===== config.mk =====
export PLATFORM = sky130hd
export DESIGN_NAME = dram_mux_ctrl
export DESIGN_NICKNAME = d
export VERILOG_FILES = /design/src/rtl/dram_ctrl_pkg.sv /design/src/rtl/dram_refresh_timer.sv /design/src/rtl/dram_row_track.sv /design/src/rtl/dram_seq.sv /design/src/rtl/dram_mux_ctrl.sv
export SDC_FILE = /design/constraint.sdc
export NUM_CORES = 1
export LEC_CHECK = 0
export ABC_AREA = 1
export BUFFER_PORTS_ARGS = -buffer_cell sky130_fd_sc_hd__buf_2
export CORE_ASPECT_RATIO = 1.2
export CORE_MARGIN = 8
export CORE_UTILIZATION = 58
export DETAILED_ROUTE_END_ITERATION = 6
export MAX_ROUTING_LAYER = met4
export PLACE_DENSITY = 0.84
export SETUP_SLACK_MARGIN = 0.15
export SLEW_MARGIN = 20
export SYNTH_ARGS = -nofsm -noshare
export SYNTH_HDL_FRONTEND = slang
export SYNTH_SLANG_ARGS = --single-unit

===== constraint.sdc =====
create_clock -name clk_i -period 4.7 [get_ports clk_i]
set_input_delay 0.235 -clock clk_i [delete_from_list [all_inputs] [get_ports clk_i]]
set_output_delay 0.235 -clock clk_i [all_outputs]
set_load 0.1 [all_outputs]

===== src/rtl/dram_ctrl_pkg.sv =====
package dram_ctrl_pkg;
  typedef enum logic [3:0] {
    ST_IDLE, ST_RSET, ST_RACT, ST_CSET, ST_CACT,
    ST_OPEN, ST_PRE, ST_FSET, ST_FACT, ST_FREL
  } seq_st_e;
endpackage


===== src/rtl/dram_refresh_timer.sv =====
module dram_refresh_timer #(
  parameter int INTERVAL = 256,
  parameter int ROW_W    = 10
) (
  input  logic             clk_i,
  input  logic             rst_ni,
  input  logic             done_i,
  output logic             pend_o,
  output logic [ROW_W-1:0] row_o
);
  localparam int CNT_W = (INTERVAL > 1) ? $clog2(INTERVAL) : 1;
  localparam logic [CNT_W-1:0] CNT_MAX = CNT_W'(INTERVAL - 1);

  logic [CNT_W-1:0] cnt_q;
  logic             wrap;

  assign wrap = (cnt_q == CNT_MAX);

  always_ff @(posedge clk_i or negedge rst_ni) begin
    if (!rst_ni) begin
      cnt_q  <= '0;
      pend_o <= 1'b0;
      row_o  <= '0;
    end else begin
      cnt_q <= wrap ? '0 : cnt_q + 1'b1;
      if (wrap)        pend_o <= 1'b1;
      else if (done_i) pend_o <= 1'b0;
      if (done_i)      row_o  <= row_o + 1'b1;
    end
  end
endmodule


===== src/rtl/dram_row_track.sv =====
module dram_row_track #(
  parameter int ROW_W = 10
) (
  input  logic             clk_i,
  input  logic             rst_ni,
  input  logic             load_i,
  input  logic [ROW_W-1:0] load_row_i,
  input  logic [ROW_W-1:0] cmp_row_i,
  output logic             hit_o
);
  logic [ROW_W-1:0] open_row_q;

  always_ff @(posedge clk_i or negedge rst_ni) begin
    if (!rst_ni)     open_row_q <= '0;
    else if (load_i) open_row_q <= load_row_i;
  end

  assign hit_o = (open_row_q == cmp_row_i);
endmodule


===== src/rtl/dram_seq.sv =====
module dram_seq
  import dram_ctrl_pkg::*;
#(
  parameter int ROW_W  = 10,
  parameter int COL_W  = 10,
  parameter int DATA_W = 8,
  localparam int A_W   = (ROW_W > COL_W) ? ROW_W : COL_W
) (
  input  logic              clk_i,
  input  logic              rst_ni,
  input  logic              req_valid_i,
  input  logic              req_we_i,
  input  logic [ROW_W-1:0]  req_row_i,
  input  logic [COL_W-1:0]  req_col_i,
  input  logic [DATA_W-1:0] req_wdata_i,
  input  logic              row_hit_i,
  input  logic              ref_pend_i,
  input  logic [ROW_W-1:0]  ref_row_i,
  output logic              req_ready_o,
  output logic              row_load_o,
  output logic [ROW_W-1:0]  row_sel_o,
  output logic              ref_done_o,
  output logic              rsp_valid_o,
  output logic [DATA_W-1:0] rsp_rdata_o,
  output logic [A_W-1:0]    dram_addr_o,
  output logic              ras_no,
  output logic              cas_no,
  output logic              we_no,
  output logic [DATA_W-1:0] wdata_o,
  input  logic [DATA_W-1:0] rdata_i
);
  seq_st_e           st_q, st_d;
  logic              held_q, we_q;
  logic [ROW_W-1:0]  row_q;
  logic [COL_W-1:0]  col_q;
  logic [DATA_W-1:0] wdata_q;
  logic              accept;

  assign req_ready_o = ((st_q == ST_IDLE) || (st_q == ST_OPEN)) && !ref_pend_i;
  assign accept      = req_valid_i && req_ready_o;

  always_comb begin
    st_d = st_q;
    unique case (st_q)
      ST_IDLE: if (accept) st_d = ST_RSET;
               else if (ref_pend_i) st_d = ST_FSET;
      ST_OPEN: if (accept) st_d = row_hit_i ? ST_CSET : ST_PRE;
               else if (ref_pend_i) st_d = ST_PRE;
      ST_PRE:  st_d = held_q ? ST_RSET : ST_FSET;
      ST_RSET: st_d = ST_RACT;
      ST_RACT: st_d = ST_CSET;
      ST_CSET: st_d = ST_CACT;
      ST_CACT: st_d = ST_OPEN;
      ST_FSET: st_d = ST_FACT;
      ST_FACT: st_d = ST_FREL;
      ST_FREL: st_d = ST_IDLE;
      default: st_d = ST_IDLE;
    endcase
  end

  always_ff @(posedge clk_i or negedge rst_ni) begin
    if (!rst_ni) begin
      st_q        <= ST_IDLE;
      held_q      <= 1'b0;
      we_q        <= 1'b0;
      row_q       <= '0;
      col_q       <= '0;
      wdata_q     <= '0;
      rsp_valid_o <= 1'b0;
      rsp_rdata_o <= '0;
    end else begin
      st_q        <= st_d;
      rsp_valid_o <= (st_q == ST_CACT);
      if (accept) begin
        held_q  <= 1'b1;
        we_q    <= req_we_i;
        row_q   <= req_row_i;
        col_q   <= req_col_i;
        wdata_q <= req_wdata_i;
      end else if (st_q == ST_CACT) begin
        held_q <= 1'b0;
      end
      if (st_q == ST_CACT && !we_q) rsp_rdata_o <= rdata_i;
    end
  end

  assign row_load_o = (st_q == ST_RACT);
  assign row_sel_o  = row_q;
  assign ref_done_o = (st_q == ST_FREL);

  // strobes decoded from the state flops
  always_comb begin
    ras_no = 1'b1;
    unique case (st_q)
      ST_RACT, ST_CSET, ST_CACT, ST_OPEN, ST_FACT: ras_no = 1'b0;
      default: ras_no = 1'b1;
    endcase
  end

  assign cas_no  = (st_q != ST_CACT);
  assign we_no   = !(we_q && ((st_q == ST_CSET) || (st_q == ST_CACT)));
  assign wdata_o = wdata_q;

  always_comb begin
    unique case (st_q)
      ST_RSET, ST_RACT: dram_addr_o = A_W'(row_q);
      ST_CSET, ST_CACT: dram_addr_o = A_W'(col_q);
      ST_FSET, ST_FACT: dram_addr_o = A_W'(ref_row_i);
      default:          dram_addr_o = '0;
    endcase
  end
endmodule


===== src/rtl/dram_mux_ctrl.sv =====
module dram_mux_ctrl #(
  parameter int ROW_W        = 10,
  parameter int COL_W        = 10,
  parameter int DATA_W       = 8,
  parameter int REF_INTERVAL = 256,
  localparam int ADDR_W      = ROW_W + COL_W,
  localparam int A_W         = (ROW_W > COL_W) ? ROW_W : COL_W
) (
  input  logic              clk_i,
  input  logic              rst_ni,
  input  logic              req_valid_i,
  output logic              req_ready_o,
  input  logic              req_we_i,
  input  logic [ADDR_W-1:0] req_addr_i,
  input  logic [DATA_W-1:0] req_wdata_i,
  output logic              rsp_valid_o,
  output logic [DATA_W-1:0] rsp_rdata_o,
  output logic [A_W-1:0]    dram_addr_o,
  output logic              dram_ras_no,
  output logic              dram_cas_no,
  output logic              dram_we_no,
  output logic [DATA_W-1:0] dram_wdata_o,
  input  logic [DATA_W-1:0] dram_rdata_i
);
  logic [ROW_W-1:0] req_row, ref_row, row_sel;
  logic [COL_W-1:0] req_col;
  logic             row_hit, row_load, ref_pend, ref_done;

  assign req_row = req_addr_i[ADDR_W-1:COL_W];
  assign req_col = req_addr_i[COL_W-1:0];

  dram_refresh_timer #(.INTERVAL(REF_INTERVAL), .ROW_W(ROW_W)) u_ref (
    .clk_i, .rst_ni, .done_i(ref_done), .pend_o(ref_pend), .row_o(ref_row)
  );

  dram_row_track #(.ROW_W(ROW_W)) u_row (
    .clk_i, .rst_ni, .load_i(row_load), .load_row_i(row_sel),
    .cmp_row_i(req_row), .hit_o(row_hit)
  );

  dram_seq #(.ROW_W(ROW_W), .COL_W(COL_W), .DATA_W(DATA_W)) u_seq (
    .clk_i, .rst_ni,
    .req_valid_i, .req_we_i,
    .req_row_i(req_row), .req_col_i(req_col), .req_wdata_i,
    .row_hit_i(row_hit), .ref_pend_i(ref_pend), .ref_row_i(ref_row),
    .req_ready_o, .row_load_o(row_load), .row_sel_o(row_sel),
    .ref_done_o(ref_done), .rsp_valid_o, .rsp_rdata_o,
    .dram_addr_o, .ras_no(dram_ras_no), .cas_no(dram_cas_no),
    .we_no(dram_we_no), .wdata_o(dram_wdata_o), .rdata_i(dram_rdata_i)
  );
endmodule


# After elaboration in Yosys (flattened, before gate mapping)

Cells that the tools add are included.

$add $sub $neg: 2
Equal/unequal tests: 14
Mux-type cells: 14
Reductions and logical operators: 17

Operator list:

| kind                                                                     | number |
|---|---|
| 4-bit case mux with 9 select lines                                       | 1 |
| 10-bit case mux with 3 select lines                                      | 1 |
| 4-bit by 3-bit == test with 1-bit output (second input constant)         | 4 |
| 4-bit two-way mux                                                        | 4 |
| 10-bit by 1-bit adder with 10-bit output (second input constant)         | 1 |
| 10-bit == test                                                           | 1 |
| 8-bit by 1-bit adder with 8-bit output (second input constant)           | 1 |
| 4-bit by 2-bit == test with 1-bit output (second input constant)         | 2 |
| 4-bit == test (second input constant)                                    | 2 |
| 8-bit == test (second input constant)                                    | 1 |
| 8-bit two-way mux                                                        | 1 |
| 3-bit two-way mux                                                        | 2 |
| 3-bit by 2-bit inequality test with 1-bit output (second input constant) | 2 |
| 2-bit OR reduction                                                       | 3 |
| 1-bit two-way mux                                                        | 5 |
| 5-bit OR reduction                                                       | 1 |
| 4-bit by 1-bit == test with 1-bit output (second input constant)         | 1 |
| 1-bit logical AND                                                        | 4 |
| 4-bit zero test                                                          | 1 |
| 4-bit by 3-bit inequality test with 1-bit output (second input constant) | 1 |
| 2-bit nonzero test                                                       | 2 |
| 1-bit zero test                                                          | 3 |
| 1-bit logical OR                                                         | 2 |
| 2-bit AND reduction                                                      | 1 |

Register bits: 72
Output and inout port bits: 31
Logic and storage cells: 59

# Depth between registers and ports, before layout

Gate-level depths: netlist of run 1.

Word-level depth: 6
Depth in mapped cells: 11
Mapped depth without buffers: 11

# By module

Synthesis of run 1 repeated with hierarchy kept, for this count alone.

Cells, all modules: 406
Area total of the unflattened synthesis: 3480.8 sq um

By module, submodules not included:

| module             | times used | cells each | area each (sq um) | seq. area each (sq um) |
|---|---|---|---|---|
| dram_seq           | 1          | 243        | 2057.0            | 1076.0 |
| dram_refresh_timer | 1          | 88         | 855.8             | 475.5 |
| dram_row_track     | 1          | 75         | 568.0             | 250.2 |

# Worst setup path before layout of run 1

No wires, ideal clock.

Path type: register to output
Start: reg u_seq.st_q[2]
End: out dram_ras_no
Arrival: 3.070 ns
Required time: 4.465 ns
Path slack: 1.395 ns
Stages on the path, launching flop included: 9
Buffers on the path: 1
Path through: dfrtp_1 inv_1 nor2_2 inv_1 nor2_4 a21oi_1 inv_1 clkbuf_1 nor3_1

Word-level cells in the longest chain between the ends: 3
Elaborated cells on any way between the ends: 7
Those cells by class: eq/ne: 5; mux: 1; reduce/logical: 1

RTL lines:

| item                                                             | line                | source |
|---|---|---|
| start, declared                                                  | dram_seq.sv:32      | `seq_st_e st_q, st_d;` |
| start signal, assigned                                           | dram_seq.sv:72      | `st_q <= st_d;` |
| 4-bit by 2-bit == test with 1-bit output (tied with other cells) | dram_seq.sv:94      | `unique case (st_q)` |
| 5-bit OR reduction *                                             | dram_seq.sv:94      |  |
| 1-bit two-way mux *                                              | dram_seq.sv:94      |  |
| end, declared                                                    | dram_mux_ctrl.sv:19 | `output logic dram_ras_no,` |

Mark *: on every way between the ends. The rest lies on a longest branch, timed or not.

# Worst setup path after layout of run 1

Start: reg u_seq.st_q[3]
End: out dram_ras_no

The elaborated chain is that of the path after synthesis.

==> results of run 1 <==
[area by class of cell]
cell class              count  area [um^2]  area share, %
multi-input cells         256         1294          32.77
clock buffers              11        151.4          3.835
clock inverters             5        102.6          2.599
repair buffers             72        367.9          9.319
well taps                  64        80.08          2.029
inverters                  40        150.1          3.803
flip-flops and latches     72         1802          45.64
[stage by stage]
stage	hold WS, ps	setup slack (ps)	instances	instance area (um^2)	util [%]
after floorplan	-60.59	1395	378	3306	-
after global placement	265.9	2336	503	3684	65.86
after detailed placement	281.4	2313	503	3684	65.86
after CTS	72.58	1947	520	3948	70.58
after global routing	87.72	1730	520	3948	70.58
final	77.16	1943	520	3948	70.58
[timing repair]
item                       CTS  global route
hold endpoints to repair    28             0
setup endpoints to repair    0             0
hold buffers                 1             0
[layer usage]
layer / share of wire, % / GRT usage (%) / wire (um) / up-vias
met4: 2.4 / 9.478 / 184 / 0
li1: - / - / - / 1321
met3: 4.9 / 3.997 / 373 / 18
met2: 51 / 33.76 / 3876 / 69
met5: 0 / - / 0 / -
met1: 42 / 22.14 / 3178 / 1277
[logic make-up after synthesis]
| kind of cell | after synthesis | share of synthesized area, % |
|---|---|---|
| adders and majority gates | 2 | 0.7569 |
| and+or+nand+nor | 197 | 25.02 |
| muxes | 8 | 3.634 |
| xor gates and xnor gates | 17 | 4.504 |
| DFF | 72 | 54.50 |
| AOI/OAI and AO/OA | 32 | 5.223 |
| buffers and inverters | 50 | 6.358 |
[sequential cells by signal, summed over array words and instances (netlist names)]
register,count
u_seq.wdata_o,8
u_seq.st_q,4
u_seq.we_q,1
u_seq.rsp_valid_o,1
u_row.open_row_q,10
u_ref.row_o,10
u_ref.cnt_q,8
u_seq.row_sel_o,10
u_seq.col_q,10
u_seq.held_q,1
u_seq.rsp_rdata_o,8
u_ref.pend_o,1
[synthesized netlist by cell type]
cell	number
sky130_fd_sc_hd__xor2_1	5
sky130_fd_sc_hd__o21ai_0	22
sky130_fd_sc_hd__nand3_2	1
sky130_fd_sc_hd__nor2_1	18
sky130_fd_sc_hd__nand4_1	5
sky130_fd_sc_hd__nand2_2	1
sky130_fd_sc_hd__nor3_2	1
sky130_fd_sc_hd__nor2_4	2
sky130_fd_sc_hd__buf_6	2
sky130_fd_sc_hd__clkbuf_1	6
sky130_fd_sc_hd__nand3_4	1
sky130_fd_sc_hd__inv_2	3
sky130_fd_sc_hd__o211ai_1	4
sky130_fd_sc_hd__or2_1	1
sky130_fd_sc_hd__buf_4	2
sky130_fd_sc_hd__nand3_1	15
sky130_fd_sc_hd__a21oi_1	4
sky130_fd_sc_hd__nand2_1	147
sky130_fd_sc_hd__dfrtp_1	72
sky130_fd_sc_hd__mux2_4	8
sky130_fd_sc_hd__o22ai_1	2
sky130_fd_sc_hd__xnor2_1	12
sky130_fd_sc_hd__inv_1	37
sky130_fd_sc_hd__nor3_1	2
sky130_fd_sc_hd__nor2_2	3
sky130_fd_sc_hd__ha_1	2
[worst min-delay path, stage by stage]
cell and delay, ps:
sky130_fd_sc_hd__buf_2 70, sky130_fd_sc_hd__nand2_1 40, sky130_fd_sc_hd__nand2_1 40
[worst paths after layout]
kind | start | slack, ps | to
worst max-delay path | u_seq.st_q[3] | 1940 | dram_ras_no
worst min-delay path | req_wdata_i[2] | 80 | u_seq.wdata_o[2]
worst max register to register | u_seq.st_q[0] | 2500 | u_seq.st_q[2]
worst min register to register | u_ref.cnt_q[0] | 460 | u_ref.cnt_q[0]
max in group asynchronous | rst_ni | 3280 | u_seq.col_q[7]
min in group asynchronous | rst_ni | 430 | u_seq.wdata_o[2]
==> results, run 1 <==
- The flow ran to the end, and the final reports show no timing, DRC or antenna violations.
- After the last flow step, the layout net total stands at 493.
- The maximum fanout along the worst path is 13.
- Clock tree synthesis found a total of 72 sinks.
- The average vias per placed instance is 5.163.
- Synthesis inferred just over 70 register bits.
- From bottom edge to top edge, the die measures 98.70 um.
- The final count of hold timing violations is 0.
- By area the synthesized netlist is led by sky130_fd_sc_hd__dfrtp_1 55%, sky130_fd_sc_hd__nand2_1 17%, sky130_fd_sc_hd__inv_1 4.2%, sky130_fd_sc_hd__mux2_4 3.6%, sky130_fd_sc_hd__o21ai_0 3.3%.
- The post-synth net total is 420.
- Counting every instance in the synthesized netlist gives 378.
- The number of antenna violations at the first check in global routing is 0.
- The worst slew slack as a fraction of its limit is roughly 37%.
- After floorplanning, the core was sized to cover 5593 um^2.
- The wire length of the first global-routing pass is 12,970 um.
- Setup violations remaining at the end of the flow were counted as 0.
- The I/O pin count is 71.
- The source-to-sink clock delay at the later pin of the worst-skew pair is 350 ps.
- The number of setup buffers added after CTS is 0.
- The number of diodes added for antenna fixing is 0.
- The width of the die is around 85 um.
- The worst setup path is launched from a register.
- Averaged over all synthesized cells, the footprint is 8.745 um^2.
- The data required time of the critical path is 4470 ps.
- Of the post-synthesis cell area, the dominant cell type holds 54.50%.
- Timing would allow up to roughly 360 MHz.
- The post-route clock skew is ~8.1 ps.
- The number of stages on the worst hold path is 3.
- Leaving out fill and tap cells, the most frequent cells in the layout are 147 x sky130_fd_sc_hd__nand2_1, 72 x sky130_fd_sc_hd__dfrtp_1, 70 x sky130_fd_sc_hd__buf_2.
- The largest single stage delay on the critical path is 580 ps.
- The total overflow left after global routing is 0.
- The number of buffer and inverter stages on the critical path is 3.
- The type of the setup path with the least slack is register to primary output.
- The count of cell types in the netlist is 26.
- The area of the mapped netlist is roughly 3300 um^2.
- The first TritonRoute pass finished after 4 iterations.
- Leaving out fill and tap cells, the most frequent cell in the layout is sky130_fd_sc_hd__nand2_1.
- The worst hold path belongs to the class primary input to register.
- The final layout contains routed wiring with a total length of about 7600 um.
- The overall track demand over capacity in global routing is about a fifth.
- The final route contains 2,685 vias.
- The fraction of final layout cells sized beyond drive strength 1 is 23.46%.
- The initial cell density of the core is 59.11%.
- The tree is rooted in a sky130_fd_sc_hd__clkbuf_8.
- The average routed wire per standard cell is 14.64 um.
- The slowest stage of the critical path belongs to the cell sky130_fd_sc_hd__nor2_1.
- The share of the clock period used by the worst path after layout is about three fifths.
- The cell row count is 30.
- Of all cell types, the one taking the most synthesized area is sky130_fd_sc_hd__dfrtp_1.
- Detailed placement finished with a half-perimeter wire length of 5485 um.
- The detail route stage leaves a number of antenna-violating nets equal to 0.
- The worst path needs 2757 ps of the cycle, external delays included.
- The clock tree synthesis step divided the H-tree into 3 levels.
- The transition time at the pin with the least slew margin is 945.1 ps.
- The total count of max-transition violations in the final report is 0.
- The weighted congestion at the end of routability-driven global placement is 0.8853.
- Measured in cells, the most critical reg-to-reg path has a length of 11.
- For this block, the initial DRC count from the detailed router was 110.
- Walking the worst path, the cells encountered are nor2_1, inv_1, nor2_1, inv_1, o21ai_0, nor3_1, buf_2.
- The total of cells resized after clock tree synthesis is 0.
- STA puts the critical path data arrival time at approximately 2500 ps.
- Input and output buffers added on the ports amount to 70.
- The depth of the critical timing path with buffers and inverters included is 7.
- The cell type group with the largest total delay on the critical path is simple AND/OR/NAND/NOR gates.
- The remaining routing DRC violations is 0.
- The total negative slack for setup checks is 0 ps.
- The clock passes through at most 2 buffers.
- The clock transition time at the flip-flop clock pins of the worst setup and hold paths is ~70 ps.
- The area enclosed by the die boundary is between 8000 and 9000 um^2.
- Counting the fill cells in the layout gives 474.
- The fraction of the yosys area taken by sequential cells is 54.50%.
- From synthesis to final layout, the design area changed by 19.42%.
- The number of global-route vias before repair is approximately 2,800.
- In this run, CTS created clock tree buffers numbering 9.
- The CTS tree is done.
- Max-cap violations in this run came to 0.
- Setup repair after global routing left no endpoint under its margin.
- The category of the worst setup path capture point is a primary output.
- The largest net degree at the start of global routing is 45.
- Yosys printed 0 warnings.
Power of run 1 is not shown: default switching activity piles up to over one toggle a cycle in this logic, so the estimate is an artifact.
==> inputs of run 2 (changes only) <==
--- a/config.mk
+++ b/config.mk
@@ -9,10 +9,10 @@
 export BUFFER_PORTS_ARGS = -buffer_cell sky130_fd_sc_hd__buf_2
 export CORE_ASPECT_RATIO = 1.2
 export CORE_MARGIN = 8
-export CORE_UTILIZATION = 58
+export CORE_UTILIZATION = 54
 export DETAILED_ROUTE_END_ITERATION = 6
 export MAX_ROUTING_LAYER = met4
-export PLACE_DENSITY = 0.84
+export PLACE_DENSITY = 0.79
 export SETUP_SLACK_MARGIN = 0.15
 export SLEW_MARGIN = 20
 export SYNTH_ARGS = -nofsm -noshare
==> constraint.sdc (replaced) <==
create_clock -name clk_i -period 2.81 [get_ports clk_i]
set_input_delay 0.1405 -clock clk_i [delete_from_list [all_inputs] [get_ports clk_i]]
set_output_delay 0.1405 -clock clk_i [all_outputs]
set_load 0.1 [all_outputs]
==> run 2 against run 1 <==
Effect of this change:
- critical path depth up 1
- highest routed layer unchanged
- core utilization down 1.6 points
- hold slack worse by 76 ps
- wire length up 3.3%
- clock skew up 1.8 ps
- register-to-register slack worse by 1700 ps
- flip-flop and latch count unchanged
- critical path type unchanged
- global-route usage down 0.24 points
==> results, run 2 (synthesis gave the netlist of run 1 again) <==
- The total wire length after detailed routing is 7864 um.
- The total of cells resized after clock tree synthesis is 0.
- The worst setup path is of the register to primary output kind.
- The count of endpoints failing setup in the final report is 0.
- The signed area change from the synthesized netlist to the final layout is 24.64%.
- The library cells used most frequently in the layout, excluding fill and tap cells, are 147 x sky130_fd_sc_hd__nand2_1, 72 x sky130_fd_sc_hd__dfrtp_1, 70 x sky130_fd_sc_hd__buf_2.
- The area enclosed by the die boundary is 8892 um^2.
- Setup repair after global routing left no endpoint under its margin.
- The share of the clock period used by the worst path after layout is 86.84%.
- The post-layout net count is 512.
- The classification of the worst-slack hold path is primary input to register.
- The number of antenna violations at the first check in global routing is 0.
- Input and output buffers added on the ports amount to 70.
- The total iterations of the first detailed-routing run is 4.
- The final count of hold timing violations is 0.
- The remaining routing DRC violations is 0.
- The total count of max-transition violations in the final report is 0.
- Leaving out fill and tap cells, the most frequent cell in the layout is sky130_fd_sc_hd__nand2_1.
- Global routing used roughly a fifth of the available tracks across all layers.
- The worst setup path is captured at a primary output.
- The first global-routing pass estimated 13,160 um of wire.
- The number of diodes added for antenna fixing is 0.
- The CTS tree is done.
- The final-layout worst hold slack is 1.044 ps.
- At the pin with the least slew margin, the transition time is 737.1 ps.
- The total via count after detailed routing is 2,758.
- The post-route netlist has 23.16% of its cells at a drive strength greater than 1.
- The utilization of the core after routing is 68.98%.
- Entering global routing, the biggest net connects 41 pins.
- The cell row count is 31.
- The run finished with clean final reports.
- Of all nets on the critical path, the largest fanout is 13.
- The average vias per placed instance is 4.952.
- The later pin in the worst-skew pair is clocked with a latency of between 300 and 400 ps.
- Measured along the x axis, the die boundary spans approximately 87 um.
- The buffer levels on the longest clock path is 2.
- The number of global-route vias before repair is 2,833.
- The worst path in the final design needs a cycle of 2440 ps, including I/O delays and setup.
- The area inside the core boundary is 5973 um^2.
- The number of max-cap violations is 0.
- In the final routed layout, each cell accounts on average for about 14 um.
- Summed over all layers, the global routing overflow is 0.
- Headroom to the max-slew limit came out at 50.86%.
- The detailed placement HPWL is about 5600 um.
- Measured along the y axis, the die boundary spans 101.7 um.
- The category of the worst setup path launch point is a register.
- The remaining number of nets flagged by the antenna check after routing is 0.
- The data required time of the critical path is 2670 ps.
- In this run, CTS created clock tree buffers numbering 9.
- Derived from the worst setup path, the maximum achievable clock frequency is 409.8 MHz.
- Clock skew on the completed layout was measured at 9.902 ps.
- At the end of routability-driven placement, the weighted congestion stood at around 0.94.
- The CTS root buffer is sky130_fd_sc_hd__clkbuf_8.
- After clock tree synthesis, the clock-pin slew on the worst setup and hold paths is 80 ps.
- The number of clock sinks is 72.
- In this run the number of H-tree levels came out at 3.
- The initial cell density of the core is 55.34%.
- The number of DRC violations after detailed-routing iteration 0 is 142.
- The I/O pin count is 71.
- The final non-filler cell area is between 4000 and 5000 um^2.
- The total negative slack for setup checks is 0 ps.
- For the worst setup path, the data arrival time is 2300 ps.
- After detailed placement, the total cell area comes to 3752 um^2.
==> run 2: cell count changes in the layout (fill, tap and decap cells not counted), sizes merged <==
cell         before  now
bufinv            3    1
buf              71   74
clkinv            1    3
dlygate4sd3       1   17
==> run 2: repair_timing <==
| action | CTS | global route |
|---|---|---|
| hold endpoints to repair | 48 | 0 |
| hold buffers | 17 | 0 |
| buffers inserted | 0 | 0 |
==> run 2: final cells by class <==
type | count | area (um^2)
clock buffers | 11 | 141.4
clock inverters | 5 | 56.30
repair buffers | 91 | 563.0
well taps | 82 | 102.6
fillers | 488 | 1853
flip-flops and latches | 72 | 1802
multi-input cells | 256 | 1305
inverters | 40 | 150.1
==> run 2: path summary, 6_finish.rpt <==
check	from	to	slack, ps	cells past startpoint
max	u_seq.st_q[3]	dram_addr_o[8]	370	8
max reg2reg	u_seq.st_q[0]	u_seq.row_sel_o[8]	760	8
min reg2reg	u_ref.row_o[9]	u_ref.row_o[9]	480	1
min in group asynchronous	rst_ni	u_seq.col_q[0]	400	2
max in group asynchronous	rst_ni	u_row.open_row_q[1]	1750	3
min	req_addr_i[4]	u_seq.col_q[4]	1	3
==> run 2: metal layers <==
layer / share of wire, % / up-vias / GRT usage (%)
met1: 42 / 1312 / 22.07
met5: 0 / - / -
met2: 51 / 73 / 32.94
li1: - / 1359 / -
met4: 2.6 / 0 / 9.682
met3: 4.8 / 14 / 3.815
==> run 2: stage by stage <==
| stage | instances | worst slack (ps) |
|---|---|---|
| after floorplan | 378 | 186.5 |
| after global placement | 524 | 830.3 |
| after detailed placement | 524 | 751.7 |
| after CTS | 557 | 373.0 |
| after global routing | 557 | 207.5 |
| final | 557 | 369.8 |
==> run 2: worst max-delay path, cell delays in order, from the launching register on <==
cell	delay, ps
sky130_fd_sc_hd__dfrtp_1	440
sky130_fd_sc_hd__nor2_2	190
sky130_fd_sc_hd__inv_1	110
sky130_fd_sc_hd__nor2_4	130
sky130_fd_sc_hd__a21oi_1	50
sky130_fd_sc_hd__inv_1	360
sky130_fd_sc_hd__nand2_1	110
sky130_fd_sc_hd__o211ai_1	110
sky130_fd_sc_hd__buf_2	450
Power of run 2 is left out for the same reason.
==> inputs of run 3 (changes only) <==
==> constraint.sdc (replaced) <==
create_clock -name clk_i -period 2.81 [get_ports clk_i]
set_input_delay 0.562 -clock clk_i [delete_from_list [all_inputs] [get_ports clk_i]]
set_output_delay 0.562 -clock clk_i [all_outputs]
set_load 0.1 [all_outputs]
==> run 3 against run 2 <==
Effect of this change:
- register-to-register slack better by 260 ps
- via count decreased by 3.3%
- critical path depth unchanged
- count of clock-buffer cells in the layout shrank 1
- cell area decreased by 2.5%
- largest cell class unchanged
==> results, run 3 (synthesis gave the netlist of run 1 again) <==
- Relative to the synthesized area, the layout overhead comes to 21.54%.
- The post-route clock skew is 8.366 ps.
- The number of DRC violations after detailed-routing iteration 0 is 142.
- The CTS root buffer is sky130_fd_sc_hd__clkbuf_8.
- The buffer levels on the longest clock path is 2.
- The die extent in y is between 100 and 150 um.
- Clock-pin slew was measured on the worst setup and hold paths at ~80 ps.
- The total count of max-transition violations in the final report is 0.
- The worst path needs between 2000 and 3000 ps of the cycle, external delays included.
- The CTS tree is done.
- The first TritonRoute pass finished after 4 iterations.
- The data required time of the critical path is 2250 ps.
- The worst setup slack for register-to-register paths is 1020 ps.
- The number of antenna violations at the first check in global routing is 0.
- Summed over all layers, the routed wires come to 7427 um.
- Before CTS, the worst setup slack after placement is 333.5 ps.
- The endpoint identified for the worst register-to-register timing path is u_seq.st_q[2].
- The critical path is of the register to primary output type.
- The share of the clock period used by the worst path after layout is 89.33%.
- The average routed wire per standard cell is roughly 14 um.
- The repair_antennas step left the layout with diodes totalling 0.
- The area inside the core boundary is 5973 um^2.
- The data arrival time at the worst-slack endpoint is 1950 ps.
- The weighted congestion at the end of routability-driven global placement is 0.8845.
- The category of the worst setup path capture point is a primary output.
- During I/O placement, the number of pins put on the boundary was 71.
- The transition time at the pin with the least slew margin is approximately 670 ps.
- Clock tree synthesis found a total of 72 sinks.
- In this run the worst setup path terminates at dram_addr_o[3].
- The die covers 8892 um^2.
- For this run, the total global-route usage over all layers was measured as 18.27%.
- For this run, the top clock speed supported by timing is 398.4 MHz.
- Setup violations remaining at the end of the flow were counted as 0.
- Across all setup checks in the final design, the least slack found is around 300 ps.
- The maximum level of the CTS H-tree is 3.
- The number of max-cap violations is 0.
- In this run the worst setup path begins at u_seq.st_q[0].
- After the last flow step, the layout net total stands at 498.
- Hold timing on the final database bottoms out at a slack of 246.1 ps.
- The worst pin sits at a relative slew slack of 55.03%.
- The port buffer count is 70.
- The total via count after detailed routing is 2,668.
- Of all nets on the critical path, the largest fanout is 13.
- After the flow finishes, the layout carries non-filler instances totaling between 500 and 600.
- The count of placed standard cells including taps is approximately 530.
- The startpoint of the most critical register-to-register path is u_seq.st_q[0].
- The most frequent standard cell in the layout excluding fill and tap cells is sky130_fd_sc_hd__nand2_1.
- The initial utilization of the core area, before any placement, comes to 55.34%.
- The largest net degree at the start of global routing is 35.
- The cell count of the worst reg-to-reg path is 12.
- In this run the core area contains 31 standard-cell rows.
- The width of the die is 87.43 um.
- Summed over all layers, the global routing overflow is 0.
- The classification of the worst-slack hold path is primary input to async pin.
- Once detail routing completed, the nets flagged for antenna violations numbered 0.
- Clock tree synthesis inserted a total of 9 buffers.
- The HPWL after detailed placement is about 5500 um.
- The category of the worst setup path launch point is a register.
- The source-to-sink clock delay at the later pin of the worst-skew pair is 340 ps.
- The final count of hold timing violations is 0.
- Setup repair after global routing could not meet its margin everywhere.
- The fraction of final layout cells sized beyond drive strength 1 is between 20 and 30%.
- The average vias per placed instance is 4.923.
- The library cells used most frequently in the layout, excluding fill and tap cells, are 147 x sky130_fd_sc_hd__nand2_1, 72 x sky130_fd_sc_hd__dfrtp_1, 59 x sky130_fd_sc_hd__buf_2.
- The flow ran to the end, and the final reports show no timing, DRC or antenna violations.
- The remaining routing DRC violations is 0.
- The number of global-route vias before repair was between 2,000 and 3,000.
- The first global-routing pass estimated 12,290 um of wire.
==> run 3: cell count changes in the layout (fill, tap and decap cells not counted), sizes merged <==
cell         previous run  this run
clkinvlp                1         3
clkbuf                 11        12
clkinv                  3         0
dlygate4sd3            17         0
buf                    74        75
bufinv                  1         2
==> run 3: critical path, stage by stage, from the launching register on <==
cell and delay, ps:
sky130_fd_sc_hd__dfrtp_1 440, sky130_fd_sc_hd__nor2_4 190, sky130_fd_sc_hd__inv_2 60, sky130_fd_sc_hd__nor2_4 140, sky130_fd_sc_hd__a21oi_1 70, sky130_fd_sc_hd__inv_2 220, sky130_fd_sc_hd__nand2_1 100, sky130_fd_sc_hd__nand3_1 100
sky130_fd_sc_hd__buf_4 290
==> run 3: worst min-delay path by stage <==
stage | from | end | slack [ps] | depth (start not counted)
2_1_floorplan | rst_ni | u_ref.cnt_q[0] | 270 | 0
3_3_place_gp | u_ref.cnt_q[0] | u_ref.cnt_q[0] | 450 | 1
3_5_place_dp | u_ref.cnt_q[0] | u_ref.cnt_q[0] | 460 | 1
4_1_cts | rst_ni | u_seq.wdata_o[0] | 260 | 1
5_1_grt | rst_ni | u_seq.wdata_o[0] | 300 | 1
6_report | rst_ni | u_seq.wdata_o[0] | 250 | 1
==> run 3: layout make-up <==
type / count / area (um^2)
repair buffers: 77 / 445.4
flip-flops and latches: 72 / 1802
multi-input cells: 256 / 1308
clock inverters: 5 / 82.58
well taps: 82 / 102.6
fillers: 499 / 1956
clock buffers: 10 / 127.6
inverters: 40 / 150.1
==> run 3: what timing repair did <==
action	CTS	global route
gates resized for setup	10	6
pin swaps	0	1
buffers inserted	0	1
setup endpoints to repair	10	8
hold buffers	0	0
==> run 3: metal layers <==
layer	share of wire [%]	vias to the layer above	global-route usage [%]
li1	-	1329	-
met1	43	1253	21.73
met2	49	73	29.03
met5	0	-	-
met4	1.6	0	8.753
met3	6.0	13	3.571
==> run 3: per-stage QoR <==
step / TNS, ps / area [um^2] / utilization [%]
2_1_floorplan: -780.5 / 3319 / -
3_3_place_gp: 0 / 3757 / 62.90
3_5_place_dp: 0 / 3757 / 62.90
4_1_cts: 0 / 3990 / 66.80
5_1_grt: 0 / 4018 / 67.26
6_report: 0 / 4018 / 67.26
Power of run 3 is left out for the same reason.
